<file path="src/rtl/ovf_irq_pkg.sv">
package ovf_irq_pkg;
   // register addresses
   localparam int unsigned ADDR_CTRL = 0;
   localparam int unsigned ADDR_EN   = 1;
   localparam int unsigned ADDR_CLR  = 2;
   // control register bit positions
   localparam int unsigned CTRL_RUN  = 0;
   localparam int unsigned CTRL_GLB  = 1;
   localparam int unsigned CTRL_BLK  = 2;
   localparam int unsigned CTRL_SEL  = 3;
   // flag vector layout
   localparam int unsigned FLG_FULL  = 0;
   localparam int unsigned FLG_MID   = 1;
   localparam int unsigned FLG_CH0   = 2;
endpackage

</file>
<file path="src/rtl/ovf_irq_regs.sv">
module ovf_irq_regs
   import ovf_irq_pkg::*;
#(
   parameter int unsigned ADDR_W = 2,
   parameter int unsigned DATA_W = 8,
   parameter int unsigned SEL_W  = 2,
   parameter int unsigned NFLAG  = 5
) (
   input  logic              clk_i,
   input  logic              rst_i,
   input  logic              wr_en_i,
   input  logic [ADDR_W-1:0] wr_addr_i,
   input  logic [DATA_W-1:0] wr_data_i,
   output logic              run_o,
   output logic              glb_o,
   output logic              blk_o,
   output logic [SEL_W-1:0]  sel_o,
   output logic [NFLAG-1:0]  en_o,
   output logic [NFLAG-1:0]  clr_o
);
   localparam int unsigned CTRL_BITS = CTRL_SEL + SEL_W;

   if (DATA_W < NFLAG || DATA_W < CTRL_BITS) begin : g_bad_width
      $error("ovf_irq_regs: DATA_W too narrow for register fields");
   end
   if ((1 << ADDR_W) <= ADDR_CLR) begin : g_bad_addr
      $error("ovf_irq_regs: ADDR_W too narrow for register map");
   end

   logic wr_ctrl, wr_en_reg, wr_clr;
   assign wr_ctrl   = wr_en_i && (wr_addr_i == ADDR_W'(ADDR_CTRL));
   assign wr_en_reg = wr_en_i && (wr_addr_i == ADDR_W'(ADDR_EN));
   assign wr_clr    = wr_en_i && (wr_addr_i == ADDR_W'(ADDR_CLR));

   always_ff @(posedge clk_i) begin
      if (rst_i) begin
         run_o <= 1'b0;
         glb_o <= 1'b0;
         blk_o <= 1'b0;
         sel_o <= '0;
         en_o  <= '0;
      end else begin
         if (wr_ctrl) begin
            run_o <= wr_data_i[CTRL_RUN];
            glb_o <= wr_data_i[CTRL_GLB];
            blk_o <= wr_data_i[CTRL_BLK];
            sel_o <= wr_data_i[CTRL_SEL +: SEL_W];
         end
         if (wr_en_reg) begin
            en_o <= wr_data_i[NFLAG-1:0];
         end
      end
   end

   assign clr_o = wr_clr ? wr_data_i[NFLAG-1:0] : '0;

   // an enable write is visible on the next cycle
   a_r5_en_load: assert property (@(posedge clk_i) disable iff (rst_i)
      wr_en_reg |=> (en_o == $past(wr_data_i[NFLAG-1:0])));
endmodule

</file>
<file path="src/rtl/ovf_irq_counter.sv">
module ovf_irq_counter #(
   parameter int unsigned CNT_W    = 16,
   parameter int unsigned SEL_W    = 2,
   parameter int unsigned MID_BASE = 8
) (
   input  logic             clk_i,
   input  logic             rst_i,
   input  logic             run_i,
   input  logic [SEL_W-1:0] sel_i,
   output logic [CNT_W-1:0] cnt_o,
   output logic             full_hit_o,
   output logic             mid_hit_o
);
   localparam int unsigned MID_MAX = MID_BASE + (1 << SEL_W) - 1;

   if (MID_MAX >= CNT_W) begin : g_bad_mid
      $error("ovf_irq_counter: widest intermediate slice must be narrower than counter");
   end
   if (MID_BASE == 0) begin : g_bad_base
      $error("ovf_irq_counter: MID_BASE must be nonzero");
   end

   logic [CNT_W-1:0] mid_mask;
   assign mid_mask = (CNT_W'(1) << (MID_BASE + 32'(sel_i))) - CNT_W'(1);

   assign full_hit_o = run_i && (&cnt_o);
   assign mid_hit_o  = run_i && ((cnt_o & mid_mask) == mid_mask);

   always_ff @(posedge clk_i) begin
      if (rst_i)      cnt_o <= '0;
      else if (run_i) cnt_o <= cnt_o + CNT_W'(1);
   end

   // step by one while running, hold otherwise
   a_r1_step: assert property (@(posedge clk_i) disable iff (rst_i)
      run_i |=> (cnt_o == $past(cnt_o) + CNT_W'(1)));
   a_r1_hold: assert property (@(posedge clk_i) disable iff (rst_i)
      !run_i |=> $stable(cnt_o));
   // a full hit implies a mid hit in the same cycle
   a_r2_full_implies_mid: assert property (@(posedge clk_i) disable iff (rst_i)
      full_hit_o |-> mid_hit_o);
endmodule

</file>
<file path="src/rtl/ovf_irq_flags.sv">
module ovf_irq_flags #(
   parameter int unsigned NFLAG = 5
) (
   input  logic             clk_i,
   input  logic             rst_i,
   input  logic [NFLAG-1:0] trig_i,
   input  logic [NFLAG-1:0] clr_i,
   output logic [NFLAG-1:0] flag_o
);
   if (NFLAG < 1) begin : g_bad_n
      $error("ovf_irq_flags: NFLAG must be positive");
   end

   for (genvar i = 0; i < NFLAG; i++) begin : g_flag
      always_ff @(posedge clk_i) begin
         if (rst_i) flag_o[i] <= 1'b0;
         else       flag_o[i] <= trig_i[i] | (flag_o[i] & ~clr_i[i]);
      end

      // trigger beats a simultaneous clear
      a_r8_trig_wins: assert property (@(posedge clk_i) disable iff (rst_i)
         trig_i[i] |=> flag_o[i]);
      // a clear without a trigger empties the flag
      a_r8_clear: assert property (@(posedge clk_i) disable iff (rst_i)
         (clr_i[i] && !trig_i[i]) |=> !flag_o[i]);
      // flags are sticky
      a_r4_sticky: assert property (@(posedge clk_i) disable iff (rst_i)
         (flag_o[i] && !clr_i[i]) |=> flag_o[i]);
      // a flag never rises without a trigger
      a_r4_no_spurious: assert property (@(posedge clk_i) disable iff (rst_i)
         (!flag_o[i] && !trig_i[i]) |=> !flag_o[i]);
   end
endmodule

</file>
<file path="src/rtl/ovf_irq_merge.sv">
module ovf_irq_merge
   import ovf_irq_pkg::*;
#(
   parameter int unsigned CNT_W    = 16,
   parameter int unsigned NUM_CH   = 3,
   parameter int unsigned SEL_W    = 2,
   parameter int unsigned MID_BASE = 8,
   parameter int unsigned ADDR_W   = 2,
   parameter int unsigned DATA_W   = 8
) (
   input  logic                      clk_i,
   input  logic                      rst_i,
   input  logic                      wr_en_i,
   input  logic [ADDR_W-1:0]         wr_addr_i,
   input  logic [DATA_W-1:0]         wr_data_i,
   input  logic [NUM_CH-1:0]         ch_evt_i,
   output logic                      irq_o,
   output logic [CNT_W-1:0]          cnt_o,
   output logic [FLG_CH0+NUM_CH-1:0] flags_o
);
   localparam int unsigned NFLAG = FLG_CH0 + NUM_CH;

   if (NUM_CH < 1) begin : g_bad_ch
      $error("ovf_irq_merge: NUM_CH must be positive");
   end

   logic             run, glb, blk;
   logic [SEL_W-1:0] sel;
   logic [NFLAG-1:0] en, clr, trig;
   logic             full_hit, mid_hit;

   ovf_irq_regs #(
      .ADDR_W(ADDR_W), .DATA_W(DATA_W), .SEL_W(SEL_W), .NFLAG(NFLAG)
   ) u_regs (
      .clk_i(clk_i), .rst_i(rst_i),
      .wr_en_i(wr_en_i), .wr_addr_i(wr_addr_i), .wr_data_i(wr_data_i),
      .run_o(run), .glb_o(glb), .blk_o(blk), .sel_o(sel),
      .en_o(en), .clr_o(clr)
   );

   ovf_irq_counter #(
      .CNT_W(CNT_W), .SEL_W(SEL_W), .MID_BASE(MID_BASE)
   ) u_cnt (
      .clk_i(clk_i), .rst_i(rst_i), .run_i(run), .sel_i(sel),
      .cnt_o(cnt_o), .full_hit_o(full_hit), .mid_hit_o(mid_hit)
   );

   assign trig[FLG_FULL] = full_hit;
   assign trig[FLG_MID]  = mid_hit;
   for (genvar c = 0; c < NUM_CH; c++) begin : g_ch
      assign trig[FLG_CH0 + c] = ch_evt_i[c];

      // a channel pulse leaves its flag set
      a_r7_ch_set: assert property (@(posedge clk_i) disable iff (rst_i)
         ch_evt_i[c] |=> flags_o[FLG_CH0 + c]);
   end

   ovf_irq_flags #(.NFLAG(NFLAG)) u_flags (
      .clk_i(clk_i), .rst_i(rst_i), .trig_i(trig), .clr_i(clr), .flag_o(flags_o)
   );

   always_ff @(posedge clk_i) begin
      if (rst_i) irq_o <= 1'b0;
      else       irq_o <= glb && blk && (|(flags_o & en));
   end

   // full wrap raises the full flag
   a_r2_wrap: assert property (@(posedge clk_i) disable iff (rst_i)
      (run && (&cnt_o)) |=> (flags_o[FLG_FULL] && (cnt_o == '0)));
   // intermediate carry raises the mid flag
   a_r3_mid: assert property (@(posedge clk_i) disable iff (rst_i)
      mid_hit |=> flags_o[FLG_MID]);
   // either gate low keeps the request low next cycle
   a_r6_gate: assert property (@(posedge clk_i) disable iff (rst_i)
      !(glb && blk) |=> !irq_o);
   // no enabled flag keeps the request low next cycle
   a_r5_masked: assert property (@(posedge clk_i) disable iff (rst_i)
      ((flags_o & en) == '0) |=> !irq_o);
   // gated and enabled flag raises the request next cycle
   a_r9_rise: assert property (@(posedge clk_i) disable iff (rst_i)
      (glb && blk && ((flags_o & en) != '0)) |=> irq_o);
endmodule

</file>
<file path="config.mk">
export PLATFORM = sky130hd
export DESIGN_NAME = ovf_irq_merge
export DESIGN_NICKNAME = d
export VERILOG_FILES = /design/src/rtl/ovf_irq_pkg.sv /design/src/rtl/ovf_irq_regs.sv /design/src/rtl/ovf_irq_counter.sv /design/src/rtl/ovf_irq_flags.sv /design/src/rtl/ovf_irq_merge.sv
export SDC_FILE = /design/constraint.sdc
export NUM_CORES = 1
export LEC_CHECK = 0
export ABC_AREA = 1
export BUFFER_PORTS_ARGS = -buffer_cell sky130_fd_sc_hd__buf_2
export CORE_UTILIZATION = 45
export CTS_BUF_LIST = sky130_fd_sc_hd__clkbuf_4
export DETAILED_ROUTE_END_ITERATION = 12
export MAX_ROUTING_LAYER = met4
export PLACE_DENSITY = 0.82
export SKIP_CTS_REPAIR_TIMING = 1
export SLEW_MARGIN = 20
export SYNTH_ARGS = -nofsm -noshare
export SYNTH_HDL_FRONTEND = slang
export SYNTH_SLANG_ARGS = --single-unit
export TNS_END_PERCENT = 5
</file>
<file path="constraint.sdc">
create_clock -name clk_i -period 1.41 [get_ports clk_i]
set_input_delay 0.2115 -clock clk_i [delete_from_list [all_inputs] [get_ports clk_i]]
set_output_delay 0.2115 -clock clk_i [all_outputs]
set_load 0.005 [all_outputs]
</file>
==> summary.md, run 1 <==
| Metric | Value |
|---|---|
| Post-synth EDFFs | 0 |
| Cells on worst reg2reg path | 8 |
| Worst flop-to-flop path startpoint | u_regs.sel_o[1] |
| Reg2Reg Setup Slack | 0.04 ns |
| Clock slew at reported path FFs | ~0.11 ns |
| Hold Crit Start | ch_evt_i[1] |
| Critical setup path kind | flip-flop to flip-flop |
| Dpl ws | around 0.0085 ns |
| Min Tclk post-route | about 1.4 ns |
| Clk buf depth | 2 |
| Reg area | roughly 640 um2 |
| Buffers on Ports | 34 |
| Grt ovf | 0 |
| Area share of the largest cell type after synthesis | 0.4221 |
| Syn_area_per_cell | 6.899 um2 |
| Relative slew slack | 0.8266 |
| Detailed Route Iter0 Violations | about 120 |
| Fillers | slightly above 300 |
| Core area | between 3000 and 4000 um2 |
| Crit path max-delay family | simple AND/OR/NAND/NOR gates |
| Final Total Pwr | roughly 1.8 mW |
| Clock sinks | 32 |
| Most common cell in the netlist | nand2_1 |
| Final setup margin | roughly 0.040 ns |
| Final setup vio count | 0 |
| Slew Viols, Final | 0 |
| Critical path, cell by cell | or2_4 -> ha_4 -> nor2_2 -> nor2_1 -> nand2_1 -> nor2_1 -> nand2_1 -> a21oi_1 |
| CP Launch Type | flip-flop |
| Detailed Place HPWL | 2442 um |
| Clk root buf | clkbuf_4 |
| Tightest Pin Transition | about 0.26 ns |
| WL/cell | 10.82 um |
| TritonCTS clock tree | built |
| Vias per inst | 4.855 |
| Fin nets | between 200 and 300 |
| I/O Pins | 38 |
| Ant diodes | 0 |
| Final Wtd Congestion | about 0.82 |
| Die width | roughly 60 um |
| CP arrival | about 1.7 ns |
| Max_cap viols | 0 |
| WL final | around 3400 um |
| DRC viols | 0 |
| Post-Syn Area | around 1500 um2 |
| Final core utilization | 0.6016 |
| DR pass1 iterations | 4 |
| Initial core utilization | 0.4852 |
| RSZ-0062 raised after global routing | yes |
| Die height | 60.08 um |
| CP max-delay cell | dfxtp_2 |
| Yosys reg bits | 32 |
| Highest ir drop seen on vdd | just over 0.5 mV |
| Largest net degree at the start of global routing | 11 |
| Worst skew pair latency | around 0.36 ns |
| Leakage | around 0.83 nW |
| Final Cycle Share | 0.9719 |
| Vias in the first global route | around 1300 |
| Reg-to-reg endpoint | u_flags.flag_o[1] |
| All-Layer GR Usage | 0.2202 |
| Warnings from Yosys | 0 |
| CP max stage delay | about 0.35 ns |
| Hold Path Class | input port to flip-flop |
| Fin. Hold Viols | 0 |
| Worst Hold Depth | 3 |
| Crit path required time | 1.71 ns |
| Synthesized instance count | 220 |
| Async set-or-reset flop fraction in the synthesized netlist | 0 |
| Post-route insts no fill | 310 |
| Synth top cells by count | 45 x nand2_1, 32 x dfxtp_1, 32 x nor2_1 |
| Worst path bufs/invs | 0 |
| Top_reg_cell synth | dfxtp_1 |
| Antenna viol nets, final | 0 |
| CTS H-tree depth | 2 |
| Worst Path Max Fanout | 4 |
| Kind of end point of the critical path | flip-flop |
| Run status | finished, final reports clean |
| Share of layout cells above drive strength 1 | 0.2406 |
| Row count | 20 |
| Seq/Total Area, Yosys | 0.4221 |
| Area delta synth->final | 23.99% |
| Inst Count DP | between 300 and 400 |
| FMAX | 729.8 MHz |
| Synth area leader | dfxtp_1 |
| Hold Path Sink | u_flags.flag_o[3] |
| Die Area | between 3000 and 4000 um2 |
| Area used by multi-input combinational logic | ~800 um2 |
| Net Count, Synth | between 200 and 250 |
| Final Skew | between 0.01 and 0.015 ns |
| Vias | roughly 1500 |
| Yosys cell types | 20 |
| Antenna violations before repair | 0 |
| Top cells by area, synth | dfxtp_1 42%, nand2_1 11%, nor2_1 7.9% |
| First-pass GRT wire length | 5575 um |
| Clock buffer count from CTS | 5 |
| PD cells | about 950 nW/um2 |
[metrics by stage]
stage | hold slack [ns] | area (um2) | setup TNS, ns
after CTS | 0.07213 | 1857 | 0
final | 0.08572 | 1882 | 0
after global placement | 0.4463 | 1782 | 0
after global routing | 0.08160 | 1882 | -0.04896
after floorplan | 0.3455 | 1518 | 0
after detailed placement | 0.4542 | 1782 | 0
[metal layers]
layer  up-vias  GRT usage  routed length (um)
met3         6    0.08442                 225
li1        790          -                   -
met5         -          -                   0
met2        49     0.3508                1583
met1       660     0.2493                1499
met4         0    0.08306                  45
[kinds of logic (layout without fill, tap and decap cells)]
logic type	count (synthesis)	in the layout	share of synthesized area
adders and majority gates	3	3	0.02473
buffers and inverters	32	78	0.08079
and+or+nand+nor	105	105	0.3075
DFF	32	32	0.4221
xor gates and xnor gates	2	2	0.01154
AOI/OAI and AO/OA	46	46	0.1533
[flip-flops by register name (all words and copies together), names as in the netlist]
register and count:
u_cnt.cnt_o 16, u_flags.flag_o 5, u_regs.en_o 5, u_regs.sel_o 2, irq_o 1, u_regs.blk_o 1
u_regs.glb_o 1, u_regs.run_o 1
[worst reg2reg max path: stages (launching register included)]
cell     delay (ns)
dfxtp_2        0.35
or2_4          0.24
ha_4           0.27
nor2_2         0.03
nor2_1         0.10
nand2_1        0.07
nor2_1         0.10
nand2_1        0.06
a21oi_1        0.12
[report_power, final]
group	switching [mW]	leakage, nW	total (mW)	internal (mW)
clock network	0.334	0.0403	0.695	0.362
logic	0.0808	0.533	0.148	0.0675
registers	0.0153	0.261	0.944	0.929
[layout by cell type (no fill, tap or decap), types with 2 or more instances in the layout]
master    synthesis  routed
nand2_1          45      44
buf_2             2      34
nor2_1           32      31
dfxtp_1          32      30
inv_1            29      28
a21oi_1          23      23
o21ai_0          22      22
nand3_1          12      12
buf_4             0       7
nand2_2           4       5
clkbuf_4          0       5
nor2_4            4       4
nand4_1           3       3
nor2_2            1       2
nor3_1            2       2
clkinv_1          0       2
dfxtp_2           0       2
[layout make-up]
type,count,area share
Sequential cell,32,0.3418
Tap cell,44,0.02926
Multi-Input combinational cell,156,0.4129
Clock buffer,5,0.01995
Inverter,29,0.05785
Timing Repair Buffer,41,0.1184
Clock inverter,3,0.01995
[how the worst max path moves through the flow]
stage / startpoint / slack, ns / depth (start not counted) / endpoint
floorplan: u_regs.sel_o[1] / 0.1 / 8 / u_flags.flag_o[1]
global placement: u_regs.sel_o[1] / 0.05 / 8 / u_flags.flag_o[1]
detailed placement: u_regs.sel_o[1] / 0.008 / 8 / u_flags.flag_o[1]
CTS: u_regs.sel_o[1] / 0.01 / 8 / u_flags.flag_o[1]
global route: u_regs.sel_o[1] / -0.05 / 9 / u_flags.flag_o[1]
finish: u_regs.sel_o[1] / 0.04 / 8 / u_flags.flag_o[1]
Note: power is estimated with default switching activity, not from simulation.
==> inputs of run 2 (changes only) <==
CORE_UTILIZATION = 49   (was 45)
MAX_ROUTING_LAYER = unset   (was met4)
PLACE_DENSITY = 0.87   (was 0.82)
SLEW_MARGIN = unset   (was 20)
==> summary.md, run 2 (same netlist as run 1, synthesis figures left out) <==
| Metric | Value |
|---|---|
| Top flop regs | u_cnt.cnt_o x16, u_flags.flag_o x5, u_regs.en_o x5 |
| Initial core utilization | 0.5320 (+0.04682) |
| Worst skew pair latency | 0.35 ns (about the same) |
| Final Cycle Share | 0.9714 (about the same) |
| DR pass1 iterations | 8 (+4) |
| Biggest register | u_cnt.cnt_o |
| Total Neg Setup Slack | 0 ns (unchanged) |
| All-Layer GR Usage | 0.2251 (+0.004922) |
| PD cells | 862.5 nW/um2 (-9.2%) |
| CP Launch Type | flip-flop |
| Fin area | 1843 um2 (-2.1%) |
| Leakage | 0.8237 nW (-1.3%) |
| CP arrival | 1.66 ns (about the same) |
| Die width | 57.66 um (-4.0%) |
| Crit path required time | 1.70 ns (about the same) |
| First-pass GRT wire length | 5637 um (+1.1%) |
| Min Tclk post-route | 1.370 ns (-0.0006135 ns) |
| WL/cell | 11.32 um (+4.6%) |
| Share of layout cells above drive strength 1 | 0.2377 (-0.002866) |
| Clock buffer count from CTS | 5 (unchanged) |
| RSZ-0062 raised after global routing | yes |
| Die height | 57.66 um (-4.0%) |
| Largest net degree at the start of global routing | 11 (unchanged) |
| Die Area | 3324 um2 (-7.9%) |
| I/O Pins | 38 (unchanged) |
| Reg area | 643.1 um2 (unchanged) |
| Fin nets | 284 (unchanged) |
| Max FFs per register | 16 (unchanged) |
| Slew Viols, Final | 0 (unchanged) |
| Highest ir drop seen on vdd | 0.5561 mV (+7.4%) |
| Antenna violations before repair | 0 (unchanged) |
| Area delta synth->final | 21.43% |
| FMAX | 730.1 MHz (about the same) |
| Leading cell type in the layout, fill and taps excluded | nand2_1 |
| Post-DP Area | 1765 um2 (-0.91%) |
| Area used by multi-input combinational logic | 784.5 um2 (+0.97%) |
| Critical setup path kind | flip-flop to flip-flop |
| Post-route insts no fill | 296 (-4.5%) |
| Ant diodes | 0 (unchanged) |
| Row count | 19 (-5.0%) |
| Core area | 2853 um2 (-8.8%) |
| Clk root buf | clkbuf_4 |
| Clock slew at reported path FFs | 0.11 ns (about the same) |
| Vias | 1554 (+3.3%) |
| Hold Slack | 0.07916 ns (-0.006552 ns) |
| TritonCTS clock tree | built |
| Failing checks | DRC |
| Fillers | 264 (-14%) |
| DRC viols | 2 (+2) |
| CTS H-tree depth | 2 (unchanged) |
| Grt ovf | 0 (unchanged) |
| Most frequent cells in the layout | 44 x nand2_1, 34 x buf_2, 30 x nor2_1, 30 x dfxtp_1, 29 x inv_1 |
| Run status | finished, violations left |
| Final Total Pwr | 1.590 mW (-11%) |
| Clk buf depth | 2 (unchanged) |
| Tightest Pin Transition | 0.3129 ns (+0.05315 ns) |
| Max_cap viols | 0 (unchanged) |
| Clock sinks | 32 (unchanged) |
| Detailed Route Iter0 Violations | 79 (-32%) |
| Worst Path Max Fanout | 4 (unchanged) |
| Kind of end point of the critical path | flip-flop |
| Final Skew | 0.01907 ns (+0.006520 ns) |
| Final setup vio count | 0 (unchanged) |
| Relative slew slack | 0.7911 (-0.03548) |
| Hold Path Class | input port to flip-flop |
| Buffers on Ports | 34 (unchanged) |
| Inst Count DP | 289 (-4.3%) |
| Detailed Place HPWL | 2456 um (+0.57%) |
| WL final | 3350 um (about the same) |
| Vias in the first global route | 1390 (+4.1%) |
| Fin. Hold Viols | 0 (unchanged) |
| Vias per inst | 5.250 (+8.1%) |
| Antenna viol nets, final | 0 (unchanged) |
| Final Wtd Congestion | 0.8131 (-0.56%) |
## run 2: through the flow
stage | setup slack, ns | utilization
after CTS | -0.06836 | 0.6346
after detailed placement | -0.01653 | 0.6189
after global routing | -0.04367 | 0.6461
final | 0.04030 | 0.6461
after floorplan | 0.09609 | -
after global placement | 0.05418 | 0.6189
## run 2: worst paths after layout
| kind | start | endpoint | slack (ns) | cells after the start |
|---|---|---|---|---|
| max | u_regs.sel_o[0] | u_flags.flag_o[1] | 0.04 | 10 |
| min | ch_evt_i[1] | u_flags.flag_o[3] | 0.08 | 3 |
| max reg2reg | u_regs.sel_o[0] | u_flags.flag_o[1] | 0.04 | 10 |
| min reg2reg | u_regs.blk_o | irq_o | 0.46 | 2 |
## run 2: cell type report
type | count | share of cell area
well taps | 31 | 0.02105
flip-flops and latches | 32 | 0.3489
clock buffers | 5 | 0.02037
repair buffers | 41 | 0.1208
clock inverters | 2 | 0.004073
inverters | 29 | 0.05906
multi-input cells | 156 | 0.4257
## run 2: worst max-delay path, stage by stage (launching register included)
cell     delay, ns
dfxtp_1       0.32
buf_4         0.14
nand2_1       0.09
inv_1         0.07
ha_1          0.28
inv_1         0.04
nand2_1       0.05
nand3_1       0.06
nor2_1        0.10
nand2_1       0.06
a21oi_1       0.12
## run 2: report_power, final
group	total [mW]	internal, mW	switching, mW
Sequential	0.943	0.929	0.0146
Combinational	0.153	0.0691	0.0836
Clock	0.494	0.174	0.320
## run 2: per-layer routing
layer  vias to the layer above  GRT usage  wire, um  share of wire
met3                         8    0.05357       170          0.051
li1                        794          -         -              -
met2                        51     0.3987      1659           0.50
met5                         -          0         0              0
met1                       701     0.2489      1447           0.43
met4                         0     0.1224        72          0.021
